File: src/rtl/xlat_lookaside.sv
module xlat_lookaside #(
  parameter int ENTRIES = 16,
  parameter int VA_W    = 32,
  parameter int PA_W    = 30,
  parameter int OFF_W   = 12
) (
  input  logic            clk,
  input  logic            rst_n,
  input  logic            flush,
  input  logic            req_valid,
  input  logic            req_write,
  input  logic [VA_W-1:0] req_vaddr,
  output logic            hit,
  output logic            miss,
  output logic [PA_W-1:0] paddr,
  output logic            hit_ref,
  output logic            hit_dirty,
  input  logic            fill_valid,
  input  logic [VA_W-OFF_W-1:0] fill_vpn,
  input  logic [PA_W-OFF_W-1:0] fill_ppn,
  input  logic            walk_fault,
  output logic            fault
);
  localparam int VPN_W = VA_W - OFF_W;
  localparam int PPN_W = PA_W - OFF_W;
  localparam int IDX_W = (ENTRIES > 1) ? $clog2(ENTRIES) : 1;
  localparam logic [IDX_W-1:0] LAST = IDX_W'(ENTRIES - 1);

  logic [ENTRIES-1:0] vld_q, ref_q, dty_q;
  logic [VPN_W-1:0]   tag_q [ENTRIES];
  logic [PPN_W-1:0]   ppn_q [ENTRIES];
  logic [IDX_W-1:0]   rr_q;
  logic               pend_q;

  logic [VPN_W-1:0]   req_vpn;
  logic [ENTRIES-1:0] match, fmatch;
  logic [IDX_W-1:0]   hit_idx, dup_idx, free_idx, cold_idx, victim;
  logic               any_hit, sweep;

  assign req_vpn = req_vaddr[VA_W-1:OFF_W];

  for (genvar i = 0; i < ENTRIES; i++) begin : g_cmp
    assign match[i]  = vld_q[i] && (tag_q[i] == req_vpn);
    assign fmatch[i] = vld_q[i] && (tag_q[i] == fill_vpn);
  end

  always_comb begin
    hit_idx  = '0;
    dup_idx  = '0;
    free_idx = '0;
    cold_idx = '0;
    for (int i = ENTRIES - 1; i >= 0; i--) begin
      if (match[i])  hit_idx  = IDX_W'(i);
      if (fmatch[i]) dup_idx  = IDX_W'(i);
      if (!vld_q[i]) free_idx = IDX_W'(i);
      if (!ref_q[i]) cold_idx = IDX_W'(i);
    end
  end

  assign any_hit   = |match;
  assign hit       = req_valid && any_hit;
  assign miss      = req_valid && !any_hit;
  assign paddr     = hit ? {ppn_q[hit_idx], req_vaddr[OFF_W-1:0]} : '0;
  assign hit_ref   = hit && ref_q[hit_idx];
  assign hit_dirty = hit && dty_q[hit_idx];
  assign fault     = pend_q && walk_fault;

  assign sweep  = !(|fmatch) && (&vld_q) && (&ref_q);
  assign victim = (|fmatch)   ? dup_idx  :
                  !(&vld_q)   ? free_idx :
                  !(&ref_q)   ? cold_idx : rr_q;

  always_ff @(posedge clk) begin
    if (!rst_n) begin
      vld_q  <= '0;
      ref_q  <= '0;
      dty_q  <= '0;
      rr_q   <= '0;
      pend_q <= 1'b0;
    end else begin
      if (fill_valid || walk_fault) pend_q <= 1'b0;
      else if (miss)                pend_q <= 1'b1;
      if (flush) begin
        vld_q <= '0;
      end else begin
        if (fill_valid && sweep) begin
          ref_q <= '0;
          rr_q  <= (rr_q == LAST) ? '0 : rr_q + 1'b1;
        end
        if (hit) begin
          ref_q[hit_idx] <= 1'b1;
          if (req_write) dty_q[hit_idx] <= 1'b1;
        end
        if (fill_valid) begin
          vld_q[victim] <= 1'b1;
          ref_q[victim] <= 1'b0;
          dty_q[victim] <= 1'b0;
        end
      end
    end
  end

  always_ff @(posedge clk) begin
    if (rst_n && !flush && fill_valid) begin
      tag_q[victim] <= fill_vpn;
      ppn_q[victim] <= fill_ppn;
    end
  end


  single_match_chk: assert property (@(posedge clk) disable iff (!rst_n)
    $onehot0(match));


  ref_set_chk: assert property (@(posedge clk) disable iff (!rst_n)
    hit && !fill_valid && !flush |=> ref_q[$past(hit_idx)]);


  dirty_set_chk: assert property (@(posedge clk) disable iff (!rst_n)
    hit && req_write && !fill_valid && !flush |=> dty_q[$past(hit_idx)]);


  flush_chk: assert property (@(posedge clk) disable iff (!rst_n)
    flush |=> vld_q == '0);


  fill_land_chk: assert property (@(posedge clk) disable iff (!rst_n)
    fill_valid && !flush |=> vld_q[$past(victim)] && !ref_q[$past(victim)]
                             && tag_q[$past(victim)] == $past(fill_vpn));


  fault_clear_chk: assert property (@(posedge clk) disable iff (!rst_n)
    fault |=> !pend_q);


  idle_chk: assert property (@(posedge clk) disable iff (!rst_n)
    !req_valid |-> !hit && !miss && paddr == '0);
endmodule

File: config.mk
export PLATFORM = sky130hd
export DESIGN_NAME = xlat_lookaside
export DESIGN_NICKNAME = d
export VERILOG_FILES = /design/src/rtl/xlat_lookaside.sv
export SDC_FILE = /design/constraint.sdc
export NUM_CORES = 2
export LEC_CHECK = 0
export BUFFER_PORTS_ARGS = -buffer_cell sky130_fd_sc_hd__clkbuf_2
export CORE_ASPECT_RATIO = 0.9
export CORE_MARGIN = 3
export CORE_UTILIZATION = 55
export CTS_BUF_LIST = sky130_fd_sc_hd__clkbuf_8
export CTS_CLUSTER_SIZE = 16
export DETAILED_ROUTE_END_ITERATION = 6
export GPL_TIMING_DRIVEN = 0
export PLACE_DENSITY = 0.72
export SYNTH_ARGS = -nofsm -noshare
export SYNTH_HDL_FRONTEND = slang
export SYNTH_SLANG_ARGS = --single-unit
File: constraint.sdc
create_clock -name clk -period 21.1 [get_ports clk]
set_clock_uncertainty 0.1 [all_clocks]
set_input_delay 2.11 -clock clk [delete_from_list [all_inputs] [get_ports clk]]
set_output_delay 2.11 -clock clk [all_outputs]
set_load 0.05 [all_outputs]
==> results.txt <==
The run finished, with violations left. The final reports fail on max-capacitance violations, max-slew violations. The setup slack of the worst register-to-register path is roughly 15 ns. Power spread over the standard cell area amounts to 72.3 nW/µm². The worst-margin pin slew came out at 1.50 ns.

The highest-delay cell along the critical path is sky130_fd_sc_hd__a311oi_1. The area of the core came out at about 60000 µm². The min-delay analysis places its worst path in the category register to register. In the final timing run, aggregate negative setup slack is 0 ns. The number of I/O port buffers came out at 90. The largest buffer count on any clock path is 3.

The synthesized cell area is 33500 µm². In this design, the largest share of critical-path delay is due to buffers and inverters. The post-route netlist has ~15% of its cells at a drive strength greater than 1. The total overflow left after global routing is 0. The max-slew violation count came out at 10.

Setup repair after global routing left no endpoint under its margin. Measured along the x axis, the die boundary spans between 200 and 300 µm. The commonest cells after synthesis are 608 x sky130_fd_sc_hd__edfxtp_1, 449 x sky130_fd_sc_hd__xnor2_1, 188 x sky130_fd_sc_hd__xor2_1, 173 x sky130_fd_sc_hd__nand4_1, 108 x sky130_fd_sc_hd__nor2_1. The number of nets handed over by synthesis was around 2700. Once the floorplan was initialized, standard cells occupied approximately 56% of the core.

The signal on the critical path passes through buf_2, buf_2, xnor2_1, nand4_1, nor4_1, nand2_1, a311oi_1, o211ai_1, nand3_1, buf_4, buf_2, buf_4, nor3_1, a211oi_1, o22ai_1, nor3_1, clkbuf_2. Dividing the detail-routed via count by the number of cells gives around 7. The final weighted congestion in routability-driven placement is roughly 1.

The total of fill cells in the finished design came out at between 4000 and 5000. The wire length per cell is around 35 µm. The cell that appears most often on the critical path is sky130_fd_sc_hd__buf_2.

Once detail routing completed, the nets flagged for antenna violations numbered 0. The die boundary height is 240 µm. The clock tree from TritonCTS is done. The final number of setup-violating endpoints is 0. Clock-pin slew was measured on the worst setup and hold paths at approximately 0.06 ns.

The number of buffers inserted by hold repair at cts came out at 0. The clock latency at the later pin of the worst-skew pair is between 0.7 and 0.8 ns. The tool flagged a number of max-cap violations equal to 2. The data arrival at the endpoint of the critical path came out at roughly 8.3 ns.

The sequential cell area fraction in the yosys report is between 50 and 60%. ~110 I/O pins were placed. The overall global routing resource usage came out at around two fifths. The number of rows in the core area came out at 85. The end of the worst register-to-register path is tag_q[11][1]. At the end of the flow, the number of nets in the layout was around 3000.

The number of global-route vias before repair is around 25000. The worst register-to-register path begins at vld_q[10]. The number of sinks handled by clock tree synthesis is 661.

The routed via count came out at around 26000. The shortest clock period the worst path allows after layout came out at 10.54 ns. The most common cell in the synthesized netlist is sky130_fd_sc_hd__edfxtp_1. The number of antenna violations at the first check in global routing came to 10. The number of buffers created by CTS is about 110. The synthesized design devotes to its leading area cell type 54.5% of total area. STA puts the critical path data required time at 18.89 ns. The synthesized instance count is around 2700. For hold timing, the worst endpoint is rr_q[3]. The type of destination of the critical path is a primary output.

The number of distinct standard cells referenced by the synthesized netlist is 89. The share of the cycle needed by the critical path after routing is between 40 and 50%. The worst-case IR drop observed on VDD is about 0.077 mV. Post-CTS repair changed the size of 0 cells. The number of DRC violations after detailed routing is 0. The CTS H-tree depth came out at 3. The HPWL after detailed placement is slightly below 90000 µm. The share of async-settable or async-resettable flops after synthesis came out at 0%. Measured in cells, the most critical reg-to-reg path has a length of 11.

The number of iterations in the first detailed-routing pass is 7. The mean instance size in the synthesized netlist came out at ~13 µm². The element type at the critical path start is an input pin. The die area is 63900 µm².

Yosys mapped a number of flops with a built-in enable equal to ~610. The setup path with the least slack is of type input pin to primary output. The number of hold violations in the final report was 0. The relative slew slack is -0.296%.

The area added between synthesis and finish is 12.4%. The total detailed-routing wirelength is 132000 µm. In the synthesized netlist the dominant register cell turns out to be sky130_fd_sc_hd__edfxtp_1. The longest individual stage delay on the worst path is 0.85 ns. Along the worst path, the maximum fanout reaches 10.

Together, buffers and inverters on the worst path number 6. The analysis attributes to cell leakage a power of 0.0120 µW. The number of synthesized register bits is 661.

Yosys attributes the largest share of cell area to sky130_fd_sc_hd__edfxtp_1 54%, sky130_fd_sc_hd__xnor2_1 12%, sky130_fd_sc_hd__xor2_1 4.9%. CTS placed an instance of sky130_fd_sc_hd__clkbuf_8 at the clock tree root. The global-route wire length before repair came out at 182000 µm. The pin count of the biggest net entering global routing is 30. Counting instances, the worst hold path has a depth of 2. The post-CTS setup repair buffer count is 0.

The final standard cell utilization of the core came out at 62.6%. The worst hold path begins at rr_q[3]. The library cell with the largest summed area after synthesis is sky130_fd_sc_hd__edfxtp_1.

The total number of yosys warnings is 0. The maximum operating frequency is about 95 MHz. The number of DRC violations after detailed-routing iteration 0 came out at between 4000 and 5000.
-- kinds of logic (layout without fill, tap and decap cells) --
| family | after synthesis | count (layout) | share of synthesized area (%) |
|---|---|---|---|
| simple gates | 804 | 804 | 13.6 |
| flops | 661 | 661 | 57.7 |
| xor+xnor | 639 | 639 | 16.8 |
| compound gates | 311 | 311 | 6.89 |
| buf+inv | 158 | 497 | 2.36 |
| mux | 85 | 85 | 2.64 |
| fa+ha+maj | 1 | 1 | 0.0373 |
| other cells | 0 | 2 | 0 |
-- layer usage --
metal | global-route usage [%] | vias up | share of wire, %
li1 | - | 10600 | -
met2 | 56.2 | 2476 | 40
met3 | 14.3 | 477 | 17
met5 | 0 | - | 0.020
met1 | 57.6 | 12900 | 38
met4 | 18.8 | 4 | 5.2
-- where the power goes --
group	internal, µW	switching (µW)
Clock	528	550
Sequential	1430	1.97
Combinational	56.8	153
Total	2020	705
-- cell usage in the layout, fill, tap and decap left out, types with 11 or more instances in the layout --
master | Yosys | layout
sky130_fd_sc_hd__and2_1 | 30 | 28
sky130_fd_sc_hd__nor3b_1 | 14 | 14
sky130_fd_sc_hd__inv_1 | 18 | 45
sky130_fd_sc_hd__clkinv_1 | 0 | 31
sky130_fd_sc_hd__nor4b_1 | 13 | 12
sky130_fd_sc_hd__clkinv_2 | 0 | 18
sky130_fd_sc_hd__nand3_1 | 80 | 80
sky130_fd_sc_hd__clkbuf_2 | 0 | 90
sky130_fd_sc_hd__a21boi_0 | 11 | 11
sky130_fd_sc_hd__nand2b_1 | 28 | 28
sky130_fd_sc_hd__buf_6 | 9 | 30
sky130_fd_sc_hd__nand4_1 | 173 | 173
sky130_fd_sc_hd__o21a_1 | 15 | 15
sky130_fd_sc_hd__xnor2_1 | 449 | 449
sky130_fd_sc_hd__dfxtp_1 | 53 | 53
sky130_fd_sc_hd__clkbuf_1 | 62 | 62
sky130_fd_sc_hd__nor2_1 | 108 | 103
sky130_fd_sc_hd__buf_2 | 58 | 59
sky130_fd_sc_hd__nand2_1 | 105 | 105
sky130_fd_sc_hd__mux2i_1 | 58 | 58
sky130_fd_sc_hd__nor3_1 | 44 | 38
sky130_fd_sc_hd__o22ai_1 | 31 | 31
sky130_fd_sc_hd__o211ai_1 | 14 | 14
sky130_fd_sc_hd__o21ai_0 | 37 | 37
sky130_fd_sc_hd__a211oi_1 | 16 | 16
sky130_fd_sc_hd__buf_4 | 7 | 28
sky130_fd_sc_hd__edfxtp_1 | 608 | 608
sky130_fd_sc_hd__xor2_1 | 188 | 188
sky130_fd_sc_hd__or4_1 | 21 | 21
sky130_fd_sc_hd__a21oi_1 | 49 | 49
sky130_fd_sc_hd__nor4_1 | 91 | 88
sky130_fd_sc_hd__and3_1 | 11 | 11
sky130_fd_sc_hd__mux2_2 | 27 | 27
sky130_fd_sc_hd__or2_2 | 16 | 16
sky130_fd_sc_hd__clkbuf_8 | 0 | 110
sky130_fd_sc_hd__a221oi_1 | 14 | 14
-- cell type report --
class / count / area [µm²] / area share (%)
flip-flops and latches: 661 / 19300 / 51.3
multi-input cells: 1840 / 13500 / 35.8
clock buffers: 110 / 1510 / 4.02
repair buffers: 143 / 1040 / 2.77
well taps: 783 / 980 / 2.60
plain buffers: 140 / 724 / 1.92
clock inverters: 86 / 502 / 1.33
inverters: 18 / 67.6 / 0.180
diodes: 2 / 5.00 / 0.0133
-- state kept, by name, indices dropped and copies added, names as in the netlist --
| name | cells |
|---|---|
| tag_q | 320 |
| pend_q | 1 |
| rr_q | 4 |
| dty_q | 16 |
| ref_q | 16 |
| ppn_q | 288 |
| vld_q | 16 |
-- through the flow --
stage | hold WS (ns) | power [µW] | worst slack, ns | cells | area (µm²)
after floorplan | 0.370 | 1570 | 11.70 | 2659 | 33500
after global placement | 0.389 | 1660 | 5.29 | 3532 | 34900
after detailed placement | 0.411 | 1660 | 10.99 | 3584 | 35600
after CTS | 0.429 | 2710 | 10.98 | 3780 | 37600
after global routing | 0.439 | 2790 | 10.50 | 3782 | 37600
final | 0.433 | 2720 | 10.56 | 3783 | 37600
-- how the worst max path moves through the flow --
stage,start,end,cells after the start
CTS,req_vaddr[18],paddr[20],17
global placement,fill_vpn[14],ppn_q[9][15],13
global route,req_vaddr[24],paddr[20],17
floorplan,fill_vpn[0],ppn_q[9][0],11
detailed placement,req_vaddr[18],paddr[20],17
finish,req_vaddr[18],paddr[20],17
-- tightest hold or removal path, stage by stage, from the launching register on --
cell                       delay (ns)
sky130_fd_sc_hd__dfxtp_1         0.34
sky130_fd_sc_hd__o21ai_0         0.08
sky130_fd_sc_hd__a21boi_0        0.07
No activity file was read; power rests on OpenSTA's default activity.
